--- src/rtl/evc_pkg.sv ---
package evc_pkg;

    typedef enum logic [1:0] {
        EDGE_FALL = 2'b00,
        EDGE_RISE = 2'b01,
        EDGE_NONE = 2'b10,
        EDGE_BOTH = 2'b11
    } edge_sel_e;

    typedef enum logic [1:0] {
        MODE_HOLD0   = 2'b00,
        MODE_HOLD1   = 2'b01,
        MODE_EXT_CLR = 2'b10,
        MODE_EVENT   = 2'b11
    } mode_e;

    typedef struct packed {
        logic rise;
        logic fall;
    } edge_ev_t;

    function automatic logic edge_ok(edge_sel_e sel, edge_ev_t ev);
        case (sel)
            EDGE_FALL: return ev.fall;
            EDGE_RISE: return ev.rise;
            EDGE_BOTH: return ev.rise | ev.fall;
            default:   return 1'b0;
        endcase
    endfunction

endpackage

--- src/rtl/evc_sync.sv ---
module evc_sync #(
    parameter int STAGES = 2
) (
    input  logic clk,
    input  logic rst,
    input  logic din,
    output logic dout
);
    logic [STAGES-1:0] sh_q;

    generate
        if (STAGES == 1) begin : g_one
            always_ff @(posedge clk) begin
                if (rst) sh_q <= '0;
                else     sh_q <= din;
            end
        end else begin : g_chain
            always_ff @(posedge clk) begin
                if (rst) sh_q <= '0;
                else     sh_q <= {sh_q[STAGES-2:0], din};
            end
        end
    endgenerate

    assign dout = sh_q[STAGES-1];
endmodule

--- src/rtl/evc_filter.sv ---
module evc_filter
    import evc_pkg::*;
(
    input  logic     clk,
    input  logic     rst,
    input  logic     clr,
    input  logic     smp_en,
    input  logic     din,
    output edge_ev_t ev
);
    logic samp_q;
    logic lvl_q;

    always_comb begin
        ev = '0;
        if (smp_en && !clr && din == samp_q && din != lvl_q) begin
            ev.rise = din;
            ev.fall = ~din;
        end
    end

    always_ff @(posedge clk) begin
        if (rst) begin
            samp_q <= 1'b0;
            lvl_q  <= 1'b0;
        end else if (clr) begin
            // while idle the filter follows the input, so a restart sees no stale edge
            samp_q <= din;
            lvl_q  <= din;
        end else if (smp_en) begin
            samp_q <= din;
            if (ev.rise || ev.fall) lvl_q <= din;
        end
    end
endmodule

--- src/rtl/evc_core.sv ---
module evc_core #(
    parameter int CNT_W = 16
) (
    input  logic             clk,
    input  logic             rst,
    input  logic             active,
    input  logic             hit,
    input  logic [CNT_W-1:0] cmp,
    output logic             match,
    output logic             irq
);
    logic [CNT_W-1:0] cnt_q;
    logic             armed_q;

    assign match = active && hit && armed_q && (cnt_q == cmp);

    always_ff @(posedge clk) begin
        if (rst || !active) begin
            cnt_q   <= '0;
            armed_q <= 1'b0;
            irq     <= 1'b0;
        end else begin
            irq <= match;
            if (hit) begin
                if (!armed_q)   armed_q <= 1'b1;
                else if (match) cnt_q   <= '0;
                else            cnt_q   <= cnt_q + 1'b1;
            end
        end
    end
endmodule

--- src/rtl/evc_outctl.sv ---
module evc_outctl (
    input  logic clk,
    input  logic rst,
    input  logic active,
    input  logic match,
    output logic tout
);
    always_ff @(posedge clk) begin
        if (rst || !active) tout <= 1'b0;
        else if (match)     tout <= ~tout;
    end
endmodule

--- src/rtl/evt_counter.sv ---
module evt_counter
    import evc_pkg::*;
#(
    parameter int CNT_W       = 16,
    parameter int SYNC_STAGES = 2
) (
    input  logic             clk,
    input  logic             rst,
    input  logic             smp_en,
    input  logic             evt_in,
    input  logic [1:0]       mode,
    input  logic [1:0]       edge_sel,
    input  logic [CNT_W-1:0] cmp_val,
    input  logic             run,
    output logic             irq,
    output logic             tout
);
    logic     evt_s;
    edge_ev_t ev;
    logic     active;
    logic     hit;
    logic     match;

    assign active = run && (mode_e'(mode) == MODE_EVENT);
    assign hit    = edge_ok(edge_sel_e'(edge_sel), ev);

    evc_sync #(.STAGES(SYNC_STAGES)) u_sync (
        .clk(clk), .rst(rst), .din(evt_in), .dout(evt_s)
    );

    evc_filter u_filt (
        .clk(clk), .rst(rst), .clr(!active), .smp_en(smp_en), .din(evt_s), .ev(ev)
    );

    evc_core #(.CNT_W(CNT_W)) u_core (
        .clk(clk), .rst(rst), .active(active), .hit(hit),
        .cmp(cmp_val), .match(match), .irq(irq)
    );

    evc_outctl u_out (
        .clk(clk), .rst(rst), .active(active), .match(match), .tout(tout)
    );
endmodule

--- config.mk ---
export PLATFORM = sky130hd
export DESIGN_NAME = evt_counter
export DESIGN_NICKNAME = d
export VERILOG_FILES = /design/src/rtl/evc_pkg.sv /design/src/rtl/evc_sync.sv /design/src/rtl/evc_filter.sv /design/src/rtl/evc_core.sv /design/src/rtl/evc_outctl.sv /design/src/rtl/evt_counter.sv
export SDC_FILE = /design/constraint.sdc
export NUM_CORES = 1
export LEC_CHECK = 0
export ABC_AREA = 1
export BUFFER_PORTS_ARGS = -buffer_cell sky130_fd_sc_hd__buf_2
export CAP_MARGIN = 15
export CORE_AREA = 2 2 68 70
export DETAILED_ROUTE_END_ITERATION = 10
export DIE_AREA = 0 0 70 72
export PLACE_DENSITY = 0.6
export SLEW_MARGIN = 10
export SYNTH_ARGS = -nofsm -noshare
export SYNTH_HDL_FRONTEND = slang
export SYNTH_SLANG_ARGS = --single-unit
--- constraint.sdc ---
create_clock -name clk -period 2.7 [get_ports clk]
set_input_delay 0.135 -clock clk [delete_from_list [all_inputs] [get_ports clk]]
set_output_delay 0.135 -clock clk [all_outputs]
set_load 0.05 [all_outputs]
==> results.sh <==
export IMPL_run_status="complete, no violations"
export IMPL_rr_worst_depth=9
export IMPL_reg2reg_to="u_core.cnt_q[6]"
export IMPL_synth_nets=308
export IMPL_drive_above_1_share=0.150
export IMPL_cts_tree="yes"
export IMPL_ys_warn_count=0
export IMPL_wire_per_inst_um=9.29
export IMPL_fp_row_count=24
export IMPL_route_vias_total=1635
export IMPL_area_growth_pct=11.5
export IMPL_finalPower_w=0.000626
export IMPL_core_um2=4260
export IMPL_slew_headroom=0.481
export IMPL_synth_edff_count=0
export IMPL_hold_slack_ns=0.0784
export IMPL_power_density_nw_per_um2=339
export IMPL_finalSetupTns_ns=0
export IMPL_dieArea_um2=5040
export IMPL_tightestPinTransition_ns=0.778
export IMPL_gp_congestion=0.736
export IMPL_p_leak_nw=0.805
export IMPL_drv_cap=0
export IMPL_syn_inst=282
export IMPL_clock_latency_ns=0.26
export IMPL_dp_slack_ns=1.04
export IMPL_synth_avg_cell_area_um2=5.88
export IMPL_hp_class="in -> reg"
export IMPL_arrival_ns=1.83
export IMPL_critPathCaptureType="register"
export IMPL_hold_path_depth=3
export IMPL_fin_ws_ns=1.03
export IMPL_grt_start_max_net_pins=20
export IMPL_rsz0062_at_grt="no"
export IMPL_path_max_fanout=19
export IMPL_h_tree_depth=1
export IMPL_routed_via_density=4.55
export IMPL_die_w_um=70
export IMPL_start_util=0.389
export IMPL_synth_async_reset_ratio=0
export IMPL_grt_pass1_wl_um=6120
export IMPL_worstSetupPathType="reg -> reg"
export IMPL_io_buffers=26
export IMPL_syn_area_um2=1660
export IMPL_die_y_um=72
export IMPL_hp_start="evt_in"
export IMPL_slew_violations=0
export IMPL_worstReg2RegStart="u_sync.sh_q[1]"
export IMPL_max_freq_ghz=0.600
export IMPL_setup_violations=0
export IMPL_grtUsageTotal=0.145
export IMPL_placedCellCount=355
export IMPL_ctsResizeCount=0
export IMPL_layout_nets=334
export IMPL_ir_drop_uv=182
export IMPL_start_kind="register"
export IMPL_cts_root_buf="clkbuf_8"
export IMPL_drt_initial_drc_count=80
export IMPL_ys_flop_type="dfxtp_1"
export IMPL_numCtsBuffers=3
export IMPL_grt_pass1_vias=1448
export IMPL_period_needed_ns=1.67
export IMPL_fin_cells=359
export IMPL_first_pass_iters=4
export IMPL_antenna_found_initial=0
export IMPL_hold_path_end="u_sync.sh_q[0]"
export IMPL_dp_hpwl_um=2550
export IMPL_ys_seq_area_frac=0.278
export IMPL_io_pins=27
export IMPL_num_antenna_cells=0
export IMPL_final_hold_viol_count=0
export IMPL_hold_buffers=0
export IMPL_wirelength_um=3330
export IMPL_fin_crit_sh=0.617
export IMPL_clk_pin_slew_ns=0.08
export IMPL_drc=0
export IMPL_num_fill_cells=462
export IMPL_synth_seq_cells=23
export IMPL_overflow=0
export IMPL_cp_required_ns=2.86
export IMPL_drtAntennaViolNets=0
export IMPL_clk_path_buf_depth=2
export IMPL_clock_sinks=23
export IMPL_finClkSkew_ns=0.00240
export IMPL_ys_types=26
export IMPL_rrSetupSlack_ns=1.03
export IMPL_postCtsSetupRepairBufs=0
## synth_stat cells (2+ instances only)
cell	instances	area share
buf_6	4	0.027
dfxtp_1	23	0.28
inv_1	47	0.11
nor2_4	4	0.027
o21ai_0	3	0.0091
nand3_1	32	0.097
nand2_1	86	0.19
nor3_1	2	0.0060
xnor2_1	2	0.011
nor2_1	43	0.097
nor2_2	2	0.0075
nand3_2	3	0.018
a21oi_1	15	0.045
inv_2	3	0.0068
nor3_2	2	0.012
## per-stage QoR
| step | area, µm² | utilization |
|---|---|---|
| floorplan | 1660 | - |
| global placement | 1800 | 0.423 |
| detailed placement | 1800 | 0.423 |
| CTS | 1850 | 0.433 |
| global route | 1850 | 0.433 |
| finish | 1850 | 0.433 |
## registers in the layout, indices dropped and copies added (netlist names)
| name | cells |
|---|---|
| u_sync.sh_q | 2 |
| u_out.tout | 1 |
| u_filt.samp_q | 1 |
| u_core.irq | 1 |
| u_core.cnt_q | 16 |
| u_filt.lvl_q | 1 |
| u_core.armed_q | 1 |
## final cells by class
type	count	area, µm²	share of cell area
clock buffers	4	45.0	0.0244
inverters	50	188	0.102
multi-input cells	203	952	0.515
flip-flops and latches	23	460	0.249
well taps	52	65.1	0.0352
repair buffers	27	138	0.0745
## layout by cell type, fill, tap and decap left out
master     n
nand3_1   32
a211oi_1   1
inv_2      3
ha_1       1
inv_1     47
clkbuf_8   3
nand2_2    1
nand3_2    3
nand2_1   86
a21boi_0   1
a21oi_1   15
nand4_1    1
a311oi_1   1
xor2_1     1
nor2_4     4
xnor2_1    2
clkbuf_1   1
dfxtp_1   23
buf_4      1
nor2_1    43
nor3_2     2
buf_2     26
nor3b_1    1
o21ai_0    3
nand3_4    1
nor3_1     2
nor2_2     2
## power by group
| group | switching, W | internal [W] |
|---|---|---|
| clock network | 0.000110 | 0.000105 |
| registers | 0.00000171 | 0.000342 |
| logic | 0.0000370 | 0.0000302 |
| total | 0.000149 | 0.000477 |
## critical path, cell delays in order (launching register included)
cell and delay (ns):
dfxtp_1 0.35, inv_1 0.08, nand3_1 0.07, nand2_1 0.09
nand3_2 0.12, nor2_4 0.32, buf_4 0.29, nand3_1 0.10
nand3_1 0.09, nor2_1 0.05
## kinds of logic after synthesis
group / share of synthesized area
buffers and inverters: 0.148
adder cells (fa/ha/maj): 0.00755
flip-flops: 0.278
AO/OA/AOI/OAI: 0.0687
XOR/XNOR: 0.0159
AND/OR/NAND/NOR: 0.482
## routing by layer
layer | wire (µm) | track usage | part of all wire | vias to the layer above
li1 | - | - | - | 920
met1 | 1700 | 0.196 | 0.51 | 683
met2 | 1480 | 0.248 | 0.44 | 30
met3 | 134 | 0.0181 | 0.040 | 2
met4 | 26 | 0.0385 | 0.0078 | 0
met5 | 0 | 0 | 0 | -
## how the worst max path moves through the flow
stage                     from                to  slack, ns  cells after the start
5_1_grt         u_sync.sh_q[1]   u_core.cnt_q[0]       0.80                     10
3_5_place_dp    u_sync.sh_q[1]   u_core.cnt_q[4]       1.04                      8
6_report        u_sync.sh_q[1]   u_core.cnt_q[6]       1.03                      9
2_1_floorplan  u_core.cnt_q[1]  u_core.cnt_q[10]       1.30                      8
4_1_cts         u_sync.sh_q[1]   u_core.cnt_q[0]       1.03                      9
3_3_place_gp    u_sync.sh_q[1]   u_core.cnt_q[1]       1.06                      8
(Power assumes the default switching activity.)
